[src/rtl/enc_phase_pkg.sv]
package enc_phase_pkg;

    typedef enum logic [1:0] {
        STEP_NONE = 2'b00,
        STEP_UP   = 2'b01,
        STEP_DOWN = 2'b11
    } step_t;

    function automatic int step_val(input step_t s);
        case (s)
            STEP_UP:   return 1;
            STEP_DOWN: return -1;
            default:   return 0;
        endcase
    endfunction

endpackage

[src/rtl/enc_sync.sv]
module enc_sync #(
    parameter int STAGES = 2
) (
    input  logic       clk,
    input  logic       rst_n,
    input  logic [1:0] ab_in,
    output logic [1:0] ab_sync
);
    logic [1:0] stg_q [STAGES];
    logic [1:0] stg_d [STAGES];

    always_comb begin
        stg_d[0] = ab_in;
        for (int i = 1; i < STAGES; i++) begin
            stg_d[i] = stg_q[i-1];
        end
    end

    always_ff @(posedge clk or negedge rst_n) begin
        if (!rst_n) begin
            for (int i = 0; i < STAGES; i++) stg_q[i] <= '0;
        end else begin
            for (int i = 0; i < STAGES; i++) stg_q[i] <= stg_d[i];
        end
    end

    assign ab_sync = stg_q[STAGES-1];
endmodule

[src/rtl/quad_decode.sv]
module quad_decode
    import enc_phase_pkg::*;
(
    input  logic       clk,
    input  logic       rst_n,
    input  logic [1:0] ab_cur,
    output step_t      step
);
    logic [1:0] prev_q, prev_d;

    always_comb begin
        prev_d = ab_cur;
        case ({prev_q, ab_cur})
            4'b00_10, 4'b10_11, 4'b11_01, 4'b01_00: step = STEP_UP;
            4'b00_01, 4'b01_11, 4'b11_10, 4'b10_00: step = STEP_DOWN;
            default:                                step = STEP_NONE;
        endcase
    end

    always_ff @(posedge clk or negedge rst_n) begin
        if (!rst_n) prev_q <= '0;
        else        prev_q <= prev_d;
    end

    AST_STEP_ONE_EDGE: assert property (@(posedge clk) disable iff (!rst_n)
        (step != STEP_NONE) |-> ($countones(prev_q ^ ab_cur) == 1));
endmodule

[src/rtl/expect_gen.sv]
module expect_gen #(
    parameter int COUNTS_PER_REV  = 1000,
    parameter int SAMPLES_PER_REV = 16,
    parameter int EXP_W           = 8
) (
    input  logic             clk,
    input  logic             rst_n,
    input  logic             advance,
    output logic [EXP_W-1:0] exp_cnt
);
    localparam int BASE = COUNTS_PER_REV / SAMPLES_PER_REV;
    localparam int REM  = COUNTS_PER_REV % SAMPLES_PER_REV;
    localparam int FW   = $clog2(SAMPLES_PER_REV) + 1;

    generate
        if (REM == 0) begin : g_exact
            assign exp_cnt = EXP_W'(BASE);
        end else begin : g_frac
            logic [FW-1:0] frac_q, frac_d;
            logic          carry;

            always_comb begin
                carry   = (int'(frac_q) + REM) >= SAMPLES_PER_REV;
                exp_cnt = EXP_W'(BASE + (carry ? 1 : 0));
                frac_d  = frac_q;
                if (advance) begin
                    frac_d = carry ? FW'(int'(frac_q) + REM - SAMPLES_PER_REV)
                                   : FW'(int'(frac_q) + REM);
                end
            end

            always_ff @(posedge clk or negedge rst_n) begin
                if (!rst_n) frac_q <= '0;
                else        frac_q <= frac_d;
            end

            AST_FRAC_BOUND: assert property (@(posedge clk) disable iff (!rst_n)
                int'(frac_q) < SAMPLES_PER_REV);
        end
    endgenerate
endmodule

[src/rtl/enc_phase_comparator.sv]
module enc_phase_comparator
    import enc_phase_pkg::*;
#(
    parameter int COUNTS_PER_REV  = 1000,
    parameter int SAMPLES_PER_REV = 16,
    parameter int ERR_W           = 16,
    parameter int SYNC_STAGES     = 2
) (
    input  logic                    clk,
    input  logic                    rst_n,
    input  logic                    enc_a,
    input  logic                    enc_b,
    input  logic                    sample_tick,
    output logic                    err_valid,
    output logic signed [ERR_W-1:0] err_sample,
    output logic signed [ERR_W-1:0] err_accum
);
    localparam int WIN_W   = ERR_W + 2;
    localparam int WIN_MAX = 2 ** (WIN_W - 1) - 1;
    localparam int WIN_MIN = -(2 ** (WIN_W - 1));
    localparam int ERR_MAX = 2 ** (ERR_W - 1) - 1;
    localparam int ERR_MIN = -(2 ** (ERR_W - 1));
    localparam int EXP_W   = $clog2(COUNTS_PER_REV / SAMPLES_PER_REV + 2) + 1;

    typedef struct packed {
        logic signed [WIN_W-1:0] win;
        logic signed [ERR_W-1:0] err;
        logic signed [ERR_W-1:0] acc;
        logic                    valid;
    } cmp_state_t;

    function automatic logic signed [ERR_W-1:0] sat_err(input logic signed [31:0] v);
        if (v > ERR_MAX)      return ERR_W'(ERR_MAX);
        else if (v < ERR_MIN) return ERR_W'(ERR_MIN);
        else                  return ERR_W'(v);
    endfunction

    function automatic logic signed [WIN_W-1:0] sat_win(input logic signed [31:0] v);
        if (v > WIN_MAX)      return WIN_W'(WIN_MAX);
        else if (v < WIN_MIN) return WIN_W'(WIN_MIN);
        else                  return WIN_W'(v);
    endfunction

    logic [1:0]              ab_sync;
    step_t                   step;
    logic [EXP_W-1:0]        exp_cnt;
    logic signed [31:0]      win_sum;
    logic signed [ERR_W-1:0] err_new;
    cmp_state_t              st_q, st_d;

    enc_sync #(.STAGES(SYNC_STAGES)) u_sync (
        .clk     (clk),
        .rst_n   (rst_n),
        .ab_in   ({enc_a, enc_b}),
        .ab_sync (ab_sync)
    );

    quad_decode u_dec (
        .clk    (clk),
        .rst_n  (rst_n),
        .ab_cur (ab_sync),
        .step   (step)
    );

    expect_gen #(
        .COUNTS_PER_REV  (COUNTS_PER_REV),
        .SAMPLES_PER_REV (SAMPLES_PER_REV),
        .EXP_W           (EXP_W)
    ) u_exp (
        .clk     (clk),
        .rst_n   (rst_n),
        .advance (sample_tick),
        .exp_cnt (exp_cnt)
    );

    always_comb begin
        st_d    = st_q;
        win_sum = 32'(st_q.win) + step_val(step);
        err_new = sat_err(win_sum - int'(exp_cnt));
        if (sample_tick) begin
            st_d.err   = err_new;
            st_d.acc   = sat_err(32'(st_q.acc) + 32'(err_new));
            st_d.win   = '0;
            st_d.valid = 1'b1;
        end else begin
            st_d.win   = sat_win(win_sum);
            st_d.valid = 1'b0;
        end
    end

    always_ff @(posedge clk or negedge rst_n) begin
        if (!rst_n) st_q <= '0;
        else        st_q <= st_d;
    end

    assign err_valid  = st_q.valid;
    assign err_sample = st_q.err;
    assign err_accum  = st_q.acc;

    AST_VALID_AFTER_TICK: assert property (@(posedge clk) disable iff (!rst_n)
        sample_tick |=> err_valid);
    AST_ERR_HOLD: assert property (@(posedge clk) disable iff (!rst_n)
        !sample_tick |=> $stable(err_sample));
    AST_ACC_HOLD: assert property (@(posedge clk) disable iff (!rst_n)
        !sample_tick |=> $stable(err_accum));
    AST_ACC_CEILING: assert property (@(posedge clk) disable iff (!rst_n)
        (sample_tick && err_accum == ERR_W'(ERR_MAX) && err_new >= 0)
        |=> (err_accum == ERR_W'(ERR_MAX)));
    AST_ACC_FLOOR: assert property (@(posedge clk) disable iff (!rst_n)
        (sample_tick && err_accum == ERR_W'(ERR_MIN) && err_new <= 0)
        |=> (err_accum == ERR_W'(ERR_MIN)));
endmodule

[config.mk]
export PLATFORM = sky130hd
export DESIGN_NAME = enc_phase_comparator
export DESIGN_NICKNAME = d
export VERILOG_FILES = /design/src/rtl/enc_phase_pkg.sv /design/src/rtl/enc_sync.sv /design/src/rtl/quad_decode.sv /design/src/rtl/expect_gen.sv /design/src/rtl/enc_phase_comparator.sv
export SDC_FILE = /design/constraint.sdc
export NUM_CORES = 1
export LEC_CHECK = 0
export BUFFER_PORTS_ARGS = -buffer_cell sky130_fd_sc_hd__buf_2
export CORE_UTILIZATION = 53
export DETAILED_ROUTE_END_ITERATION = 10
export PLACE_DENSITY = 0.72
export SYNTH_ARGS = -nofsm -noshare
export SYNTH_HDL_FRONTEND = slang
export SYNTH_HIERARCHICAL = 1
export SYNTH_SLANG_ARGS = --single-unit
[constraint.sdc]
create_clock -name clk -period 10.64 [get_ports clk]
set_input_delay 0.532 -clock clk [delete_from_list [all_inputs] [get_ports clk]]
set_output_delay 0.532 -clock clk [all_outputs]
set_load 0.01 [all_outputs]
==> flow_metrics.py <==
metrics = {
    "outcome": {
        "status": "completed",
    },
    "timing": {
        "max-slew-margin-rel_pct": 42.22,
        "tightest_slew_ns": 0.8594,
        "period_needed_ns": 8.706,
        "setup_viol": 0,
        "timing.final.crit_share_pct": 81.82,
        "tns_ns": 0,
        "fmax_mhz": 114.9,
        "finalClockSkew_ns": 0.006727,
        "drv_slew": 0,
        "rsz0062_at_grt": "no",
        "hold_viol_final": 0,
    },
    "critical_path": {
        "critical_path_class": "flop to flop",
        "cp-start-kind": "flop",
        "arrival_ns": 8.96,
        "crit_path_max_fanout": 17,
        "path_common_cell": "ha_1",
        "endpoint_kind": "flop",
        "slowest_delay_ns": 0.70,
        "cp_slowest_cell": "nor3_2",
        "crit_required_ns": 10.90,
    },
    "yosys": {
        "ys_warn_count": 6,
        "synthArstFlopShare_pct": 100.0,
        "synth_ff_type": "dfrtp_1",
        "synthTopCellsByArea": "dfrtp_1 (29%), ha_1 (7.2%), buf_4 (5.8%)",
        "synthCells": 594,
        "yosys_register_bits": 59,
        "synth_area_sq_um": 5042,
        "yosysTopAreaCell": "dfrtp_1",
        "synthMostInstantiatedCell": "dfrtp_1",
        "synth_top_area_share_pct": 29.28,
        "syn_avg_cell_area_sq_um": 8.489,
        "yosys-top-cells-count": "dfrtp_1 (59), nor2_1 (53), nand2_1 (46)",
        "ys_seq_area_share_pct": 29.28,
        "yosysUniqueCellTypes": 79,
        "synth_edf_count": 0,
    },
    "clock_network": {
        "cts_buffer_depth": 2,
        "ctsHtreeMaxLevel": 3,
        "post_cts_buffers": 0,
        "numClockSinks": 59,
        "path_clk_slew_ns": 0.07,
        "cts-buffers-inserted": 9,
        "clock_latency_ns": 0.35,
        "cts_root_buffer": "clkbuf_8",
        "ctsResizeCount": 0,
        "cts_hold_buffers": 0,
        "cts_tree": "done",
    },
    "final_layout": {
        "utilization_pct": 56.44,
        "syn_to_final_growth_pct": 3.424,
        "antenna_cells": 0,
        "drive_gt1_share_pct": 13.12,
        "finalNetCount": 618,
        "num-fill-cells": 856,
        "post-route-cell-area_sq_um": 5215,
    },
    "placement": {
        "gp_congestion": 0.9188,
        "dp_hpwl_microns": 9097,
        "portBuffers": 37,
        "placed_area_sq_um": 5012,
    },
    "grt": {
        "gr-total-overflow": 0,
        "grt_pass1_wl_microns": 20630,
        "grt_pass1_vias": 4244,
        "grt_use_total_pct": 26.67,
        "grt_max_degree": 60,
        "antenna_found_initial": 0,
    },
    "drt": {
        "drc": 0,
        "firstDrtPassIters": 4,
        "top_layer": "met4",
        "wl_per_cell_microns": 17.04,
        "wirelength_microns": 12200,
        "wl_met1_microns": 5231,
        "dr_wl_met3_microns": 630,
        "antenna_left": 0,
        "via_per_inst": 6.025,
        "vias": 4314,
        "drt_iter0_markers": 184,
        "dr_wl_met2_microns": 5989,
    },
    "hold_path": {
        "hold_path.class": "primary input to flop",
    },
    "die": {
        "fp-row-count": 35,
        "ios": 38,
        "die-height_microns": 99.54,
        "start_util_pct": 54.57,
        "fp.coreArea_sq_um": 9240,
        "die_w_microns": 99.54,
        "dieArea_sq_um": 9908,
    },
    "job": {
        "cap_violations": 0,
    },
}
[worst max-delay path: cells and delay by family (launching register included)]
| kind | cells | cell delay [ns] |
|---|---|---|
| XOR/XNOR | 3 | 0.88 |
| AND/OR/NAND/NOR | 11 | 3.51 |
| AO/OA/AOI/OAI | 11 | 2.30 |
| adder cells (fa/ha/maj) | 4 | 1.20 |
| flip-flops | 1 | 0.40 |
| buffers and inverters | 2 | 0.32 |
[layout by cell type, fill, tap and decap left out, types with 8 or more instances in the layout]
| cell | n |
|---|---|
| dfrtp_1 | 59 |
| nor2_1 | 53 |
| nand2_1 | 46 |
| buf_2 | 37 |
| xnor2_1 | 33 |
| o21ai_0 | 29 |
| ha_1 | 29 |
| a21oi_1 | 25 |
| inv_1 | 22 |
| nor3_1 | 18 |
| a2bb2oi_1 | 15 |
| o22ai_1 | 12 |
| clkbuf_8 | 10 |
| nand2b_1 | 9 |
| nand4_1 | 9 |
| and3_1 | 8 |
| a21o_1 | 8 |
[metrics by stage]
stage	instances	setup WS, ns	hold WS (ns)
final	716	1.934	0.2942
after global routing	716	1.026	0.2827
after CTS	716	1.959	0.2776
after detailed placement	700	2.055	0.3347
after global placement	700	2.418	0.3398
after floorplan	598	2.470	0.2364
[cell families (layout without fill, tap and decap cells)]
group	Yosys count	in the layout	share of synthesized area [%]
simple gates	203	203	21.34
compound gates	160	160	21.91
buf+inv	91	80	10.15
flops	59	59	29.28
xor+xnor	40	40	7.320
fa+ha+maj	32	32	8.189
mux	7	7	1.663
other cells	2	6	0.1489
[sequential cells by signal, summed over array words and instances, names as in the netlist]
register	count
st_q	18
err_sample	16
u_exp/g_frac.frac_q	2
u_sync/stg_d	2
err_valid	1
u_dec/prev_q	2
u_sync/ab_sync	2
err_accum	16
[final cells by class]
class	count	area, sq um	share of cell area (%)
clock buffer	10	137.6	2.639
clock inverter	6	65.06	1.248
inverter	22	82.58	1.583
multi-input combinational	448	3069	58.85
sequential	59	1476	28.31
tap	129	161.4	3.095
timing repair buffer	42	222.7	4.271
[worst paths after layout]
check	from	to	slack, ns	depth (start not counted)
setup / recovery	u_sync/ab_sync[0]	err_accum[4]	1.93	31
hold / removal	enc_a	u_sync/stg_d[1]	0.29	1
max in group asynchronous	rst_n	st_q[36]	9.81	2
setup reg to reg	u_sync/ab_sync[0]	err_accum[4]	1.93	31
min in group asynchronous	rst_n	st_q[47]	0.32	2
hold reg to reg	u_sync/stg_d[0]	u_sync/ab_sync[0]	0.34	0
[metal layers]
layer / track usage [%] / up-vias
met5: 0 / -
met4: 12.22 / 0
met3: 6.395 / 34
met2: 45.51 / 130
met1: 31.85 / 2061
li1: - / 2089
Power is not shown: default switching activity piles up to over one toggle a cycle in this logic, so the estimate is an artifact.
